==> src/rtl/pcg_pkg.sv <==
package pcg_pkg;
   localparam int unsigned PCG_MODE_W = 3;

   typedef enum logic [PCG_MODE_W-1:0] {
      PCG_MODE_RUN  = 3'd0,
      PCG_MODE_IDLE = 3'd1
   } pcg_mode_e;
endpackage

==> src/rtl/pcg_regfile.sv <==
module pcg_regfile #(
   parameter int unsigned NUM_PERIPH = 8,
   parameter int unsigned DATA_W     = 8,
   parameter int unsigned ADDR_W     = 4,
   parameter logic [ADDR_W-1:0] REG_ADDR = '0
) (
   input  logic                  clk,
   input  logic                  rst_n,
   input  logic [ADDR_W-1:0]     addr,
   input  logic                  wr,
   input  logic [DATA_W-1:0]     wdata,
   input  logic                  rd,
   output logic [NUM_PERIPH-1:0] gate_q,
   output logic [DATA_W-1:0]     rdata
);
   localparam int unsigned PAD_W = DATA_W - NUM_PERIPH;

   if (NUM_PERIPH == 0 || NUM_PERIPH > DATA_W) begin : g_bad_width
      $error("pcg_regfile: NUM_PERIPH must be 1..DATA_W");
   end

   logic wr_hit;
   logic rd_hit;
   logic [DATA_W-1:0] rd_word;

   assign wr_hit = wr && (addr == REG_ADDR);
   assign rd_hit = rd && (addr == REG_ADDR);

   always_ff @(posedge clk or negedge rst_n) begin
      if (!rst_n) begin
         gate_q <= '0;
      end else if (wr_hit) begin
         gate_q <= wdata[NUM_PERIPH-1:0];
      end
   end

   if (PAD_W > 0) begin : g_pad
      assign rd_word = {{PAD_W{1'b0}}, gate_q};
   end else begin : g_nopad
      assign rd_word = gate_q;
   end

   assign rdata = rd_hit ? rd_word : '0;

   assert_write_loads_R2: assert property (@(posedge clk) disable iff (!rst_n)
      wr_hit |=> (gate_q == $past(wdata[NUM_PERIPH-1:0])));

   assert_hold_unless_written_R7: assert property (@(posedge clk) disable iff (!rst_n)
      !wr_hit |=> $stable(gate_q));
endmodule

==> src/rtl/pcg_mode_filter.sv <==
module pcg_mode_filter #(
   parameter int unsigned MODE_W = pcg_pkg::PCG_MODE_W
) (
   input  logic [MODE_W-1:0] mode,
   output logic              run_ok
);
   import pcg_pkg::*;

   if (MODE_W != PCG_MODE_W) begin : g_bad_mode_w
      $error("pcg_mode_filter: MODE_W must match the package mode width");
   end

   always_comb begin
      unique case (mode)
         PCG_MODE_RUN,
         PCG_MODE_IDLE: run_ok = 1'b1;
         default:       run_ok = 1'b0;
      endcase
   end
endmodule

==> src/rtl/pcg_enable_stage.sv <==
module pcg_enable_stage #(
   parameter int unsigned NUM_PERIPH = 8,
   parameter bit          NEG_EDGE   = 1'b1
) (
   input  logic                  clk,
   input  logic                  rst_n,
   input  logic [NUM_PERIPH-1:0] gate_q,
   input  logic                  run_ok,
   output logic [NUM_PERIPH-1:0] clk_en
);
   for (genvar i = 0; i < NUM_PERIPH; i++) begin : g_bit
      logic want;
      assign want = run_ok && !gate_q[i];

      if (NEG_EDGE) begin : g_neg
         always_ff @(negedge clk or negedge rst_n) begin
            if (!rst_n) clk_en[i] <= 1'b0;
            else        clk_en[i] <= want;
         end

         assert_gated_bit_off_R3: assert property (@(negedge clk) disable iff (!rst_n)
            gate_q[i] |=> !clk_en[i]);

         assert_open_bit_on_R3: assert property (@(negedge clk) disable iff (!rst_n)
            (run_ok && !gate_q[i]) |=> clk_en[i]);
      end else begin : g_pos
         always_ff @(posedge clk or negedge rst_n) begin
            if (!rst_n) clk_en[i] <= 1'b0;
            else        clk_en[i] <= want;
         end
      end
   end

   if (NEG_EDGE) begin : g_sleep_chk
      assert_deep_sleep_stops_R5: assert property (@(negedge clk) disable iff (!rst_n)
         !run_ok |=> (clk_en == '0));
   end
endmodule

==> src/rtl/pcg_top.sv <==
module pcg_top #(
   parameter int unsigned NUM_PERIPH = 8,
   parameter int unsigned DATA_W     = 8,
   parameter int unsigned ADDR_W     = 4,
   parameter int unsigned MODE_W     = pcg_pkg::PCG_MODE_W,
   parameter logic [ADDR_W-1:0] REG_ADDR = '0,
   parameter bit          NEG_EDGE   = 1'b1
) (
   input  logic                  clk,
   input  logic                  rst_n,
   input  logic [ADDR_W-1:0]     bus_addr,
   input  logic                  bus_wr,
   input  logic [DATA_W-1:0]     bus_wdata,
   input  logic                  bus_rd,
   input  logic [MODE_W-1:0]     sleep_mode,
   output logic [NUM_PERIPH-1:0] periph_clk_en,
   output logic [NUM_PERIPH-1:0] periph_acc_en,
   output logic [DATA_W-1:0]     bus_rdata
);
   logic [NUM_PERIPH-1:0] gate_q;
   logic                  run_ok;

   pcg_regfile #(
      .NUM_PERIPH(NUM_PERIPH), .DATA_W(DATA_W), .ADDR_W(ADDR_W), .REG_ADDR(REG_ADDR)
   ) i_regfile (
      .clk(clk), .rst_n(rst_n), .addr(bus_addr), .wr(bus_wr), .wdata(bus_wdata),
      .rd(bus_rd), .gate_q(gate_q), .rdata(bus_rdata)
   );

   pcg_mode_filter #(.MODE_W(MODE_W)) i_mode (
      .mode(sleep_mode), .run_ok(run_ok)
   );

   pcg_enable_stage #(.NUM_PERIPH(NUM_PERIPH), .NEG_EDGE(NEG_EDGE)) i_stage (
      .clk(clk), .rst_n(rst_n), .gate_q(gate_q), .run_ok(run_ok), .clk_en(periph_clk_en)
   );

   assign periph_acc_en = {NUM_PERIPH{run_ok}} & ~gate_q;

   if (NEG_EDGE) begin : g_acc_chk
      assert_acc_tracks_clk_R4: assert property (@(posedge clk) disable iff (!rst_n)
         periph_acc_en == periph_clk_en);
   end

   assert_rdata_quiet_R2: assert property (@(posedge clk) disable iff (!rst_n)
      !bus_rd |-> (bus_rdata == '0));
endmodule

==> config.mk <==
export PLATFORM = sky130hd
export DESIGN_NAME = pcg_top
export DESIGN_NICKNAME = d
export VERILOG_FILES = /design/src/rtl/pcg_pkg.sv /design/src/rtl/pcg_regfile.sv /design/src/rtl/pcg_mode_filter.sv /design/src/rtl/pcg_enable_stage.sv /design/src/rtl/pcg_top.sv
export SDC_FILE = /design/constraint.sdc
export NUM_CORES = 1
export LEC_CHECK = 0
export BUFFER_PORTS_ARGS = -buffer_cell sky130_fd_sc_hd__buf_2
export CAP_MARGIN = 20
export CELL_PAD_IN_SITES_DETAIL_PLACEMENT = 0
export CELL_PAD_IN_SITES_GLOBAL_PLACEMENT = 1
export CORE_ASPECT_RATIO = 1.1
export CORE_UTILIZATION = 30
export DETAILED_ROUTE_END_ITERATION = 8
export GPL_ROUTABILITY_DRIVEN = 0
export GPL_TIMING_DRIVEN = 0
export PLACE_DENSITY_LB_ADDON = 0.1
export REMOVE_ABC_BUFFERS = 1
export SETUP_SLACK_MARGIN = 0.3
export SLEW_MARGIN = 20
export SYNTH_ARGS = -nofsm -noshare
export SYNTH_HDL_FRONTEND = slang
export SYNTH_HIERARCHICAL = 1
export SYNTH_SLANG_ARGS = --single-unit
==> constraint.sdc <==
create_clock -name clk -period 1.3 [get_ports clk]
set_input_delay 0.26 -clock clk [delete_from_list [all_inputs] [get_ports clk]]
set_output_delay 0.26 -clock clk [all_outputs]
set_load 0.01 [all_outputs]
# Word level (Yosys, flattened, before mapping)
# Cells that the tools add are included.
[totals] elab_cells=35 latchBits=0 romBits=0 regBits=16 ram_bits=0 input_bits=19 memories=0
[op_classes] bitwise=2 n_div=0 add_sub_neg=0 shift=0 n_lt_le_gt_ge=0 reduce_logical=21 mux=2 n_eq_ne=1 mul=0
[ops] op="logical AND 1 bit" count=10
[ops] op="AND 8 bit" count=1
[ops] op="zero test 1 bit" count=8
[ops] op="two-way mux 8 bit" count=1
[ops] op="NOT 8 bit" count=1
[ops] op="zero test 4 bit" count=1
[ops] op="equality test 3 x 1 -> 1 bit (second input constant)" count=1
[ops] op="zero test 3 bit" count=1
[ops] op="OR reduction 2 bit" count=1
[ops] op="two-way mux 1 bit" count=1

# Depth between registers and ports, before layout
[logic_depth] ltp_word=4 mapped_depth=3 mapped_depth_nobuf=3

# Cells and area by module
# Netlist, hierarchy kept.
[modules_own_cells] mod="pcg_regfile" seq_area_each_um2=200.2 cells_each=26 area_each_um2=382.9 n_inst=1
[modules_own_cells] mod="pcg_enable_stage" seq_area_each_um2=200.2 cells_each=16 area_each_um2=250.2 n_inst=1
[modules_own_cells] mod="pcg_top" seq_area_each_um2=0.0 cells_each=8 area_each_um2=50.0 n_inst=1
[modules_own_cells] mod="pcg_mode_filter" seq_area_each_um2=0.0 cells_each=1 area_each_um2=3.8 n_inst=1

==> results_dict.tcl <==
set metrics [dict create \
    combPwrFrac_pct 26.3 \
    finalHoldViolCount 0 \
    p_sw_w 0.0003300 \
    num_rows 17 \
    path_buf_inv 1 \
    grtUsageTotal_pct 16.26 \
    relSlewSlack_pct 73.70 \
    dr.pass1.iters 4 \
    core_um2 2085 \
    pre_cts_ws_ps -573.4 \
    synth.area.top_cells "dfrtn_1, dfrtp_1, nor2b_1" \
    status "finished, violations left" \
    violations "setup timing" \
    critPathRequiredTime_ps 1040 \
    cts_tree "built" \
    numCtsBuffers 3 \
    fin_area_um2 1197 \
    crit_chain "buf_2" \
    max-clock-path-buffers 2 \
    min_path_type "input pin to flip-flop" \
    layout-drive-gt1-share_pct 68.22 \
    diodes 0 \
    first_global_vias 584 \
    dpl_cell_area_um2 927.1 \
    ios 43 \
    grt_pass1_wl_mm 2.725 \
    whs_path_depth 2 \
    cts.clk_slew.worst_paths_ps 90 \
    ys_ff_latch 16 \
    netlist_instances 51 \
    grt_overflow 0 \
    fin_ws_ps -419.6 \
    drc 0 \
    grt_start_max_net_pins 17 \
    synth.avg_cell_area_um2 13.47 \
    worstSkewPairLatency_ps 280 \
    chipWidth_um 47.63 \
    synth_commonest_cells "nor2b_1, and3_2, dfrtn_1, dfrtp_1, mux2_2" \
    p_int_w 0.0009050 \
    p_per_area_nw_per_um2 1031 \
    syn_to_final_growth_pct 74.32 \
    first_iter_violations 7 \
    drv_slew 0 \
    crit_family "flip-flops" \
    dieHeight_um 52.19 \
    critPathKind "flip-flop to primary output" \
    viasPerCell 4.437 \
    hpwl_mm 1.036 \
    ant_nets 0 \
    crit_path_top_delay_cell "dfrtn_1" \
    max_stage_delay_ps 400 \
    cts_root_buf "clkbuf_4" \
    htree_num_levels 1 \
    ys.flop_type "dfrtp_1" \
    p_clk_share_pct 22.0 \
    synth-edff-count 0 \
    yosys.area.top_type_share_pct 29.14 \
    finalNonFillerCells 135 \
    antenna_found_initial 0 \
    postSynth.asyncResetShare_pct 100.0 \
    seq_area_frac_synth_pct 58.29 \
    worstMarginPinSlew_ps 393.2 \
    synthesis.area_um2 686.9 \
    peakVddDrop_v 0.0008290 \
    yosysMostFrequentCell "nor2b_1" \
    p_leak_nw 0.6362 \
    yosys.area.top_type "dfrtn_1" \
    finalSetupViolCount 16 \
    ys_types 8 \
    path_depth 1 \
    place.port_buffers 41 \
    yosysWarningCount 6 \
    reg2regPathDepth 1 \
    drv_cap 0 \
    rsz0062_at_grt "yes" \
    num-nets-final 127 \
    arrival_ps 1460 \
    dp.cells 120 \
    sw_frac_of_total_pct 26.72 \
    final_core_util_pct 57.44 \
    vias 599 \
    cts_sinks 16 \
    skew_ps 2.791 \
    post_drt_wl_per_cell_um 12.97 \
    cp_max_fo 1 \
    p_seq_share_pct 51.7 \
    cp-start-kind "flip-flop" \
    totalWireLength_mm 1.751 \
    setup.worst_path.end_class "primary output" \
    die-area_um2 2485 \
    start_util_pct 32.95 \
]
==> stage by stage <==
step / power [W] / setup TNS (ps) / hold WS, ps
3_5_place_dp: 0.0008471 / -12090 / 198.2
3_3_place_gp: 0.0008425 / -12350 / 193.1
2_1_floorplan: 0.0007437 / -1183 / -35.59
4_1_cts: 0.001197 / -3616 / 191.6
5_1_grt: 0.001311 / -4367 / 180.2
6_report: 0.001235 / -3593 / 200.1
==> power by group through the flow <==
stage	clock network (W)	logic [W]	registers (W)
after floorplan	0	0.000103	0.000641
after global placement	0	0.000201	0.000641
after detailed placement	0	0.000204	0.000643
after CTS	0.000283	0.000274	0.000640
after global routing	0.000306	0.000354	0.000651
final	0.000272	0.000324	0.000639
==> logic make-up after synthesis <==
| logic type | count (synthesis) | synth area share [%] |
|---|---|---|
| simple gates | 27 | 28.60 |
| flops | 16 | 58.29 |
| mux | 8 | 13.12 |
==> state kept, by name, indices dropped and copies added (netlist names) <==
register and cells:
i_regfile/gate_q 8, i_stage/clk_en 8
==> final cells by class <==
cell class / count / area [um2]
Clock buffer: 4 / 26.28
Sequential cell: 16 / 400.4
Tap cell: 28 / 35.03
Timing Repair Buffer: 52 / 372.9
Fill cell: 201 / 887.1
Multi-Input combinational cell: 35 / 362.8
==> routing by layer <==
layer / wire length [um] / track usage [%] / up-vias
li1: - / - / 283
met1: 752 / 21.43 / 287
met2: 871 / 25.34 / 29
met3: 126 / 6.552 / 0
met4: 0 / 2.778 / 0
met5: 0 / 0 / -
==> worst paths after layout <==
check | start | end | slack, ps
worst max-delay path | i_stage/clk_en[6] | periph_clk_en[6] | -420
worst min-delay path | bus_wdata[5] | i_regfile/gate_q[5] | 200
worst max register to register | i_regfile/gate_q[1] | i_stage/clk_en[1] | 40
worst min register to register | i_regfile/gate_q[7] | i_regfile/gate_q[7] | 570
max in group asynchronous | rst_n | i_regfile/gate_q[3] | 430
min in group asynchronous | rst_n | i_stage/clk_en[6] | 350
==> layout by cell type, fill, tap and decap left out <==
cell type,instances
mux2_4,8
nor2b_1,16
dfrtp_1,8
and3_4,8
nand2_8,1
clkbuf_4,3
buf_4,7
nor2_4,1
buf_2,31
clkbuf_1,1
buf_6,12
dlygate4sd3_1,1
buf_12,1
dfrtn_1,8
nor4_4,1
==> timing repair <==
action	CTS	global route
hold buffers	1	0
gates resized for setup	30	1
endpoints found under the hold margin	8	0
pin swaps	2	2
buffers inserted	4	6
endpoints found under the setup margin	40	40
(Power assumes the default switching activity.)
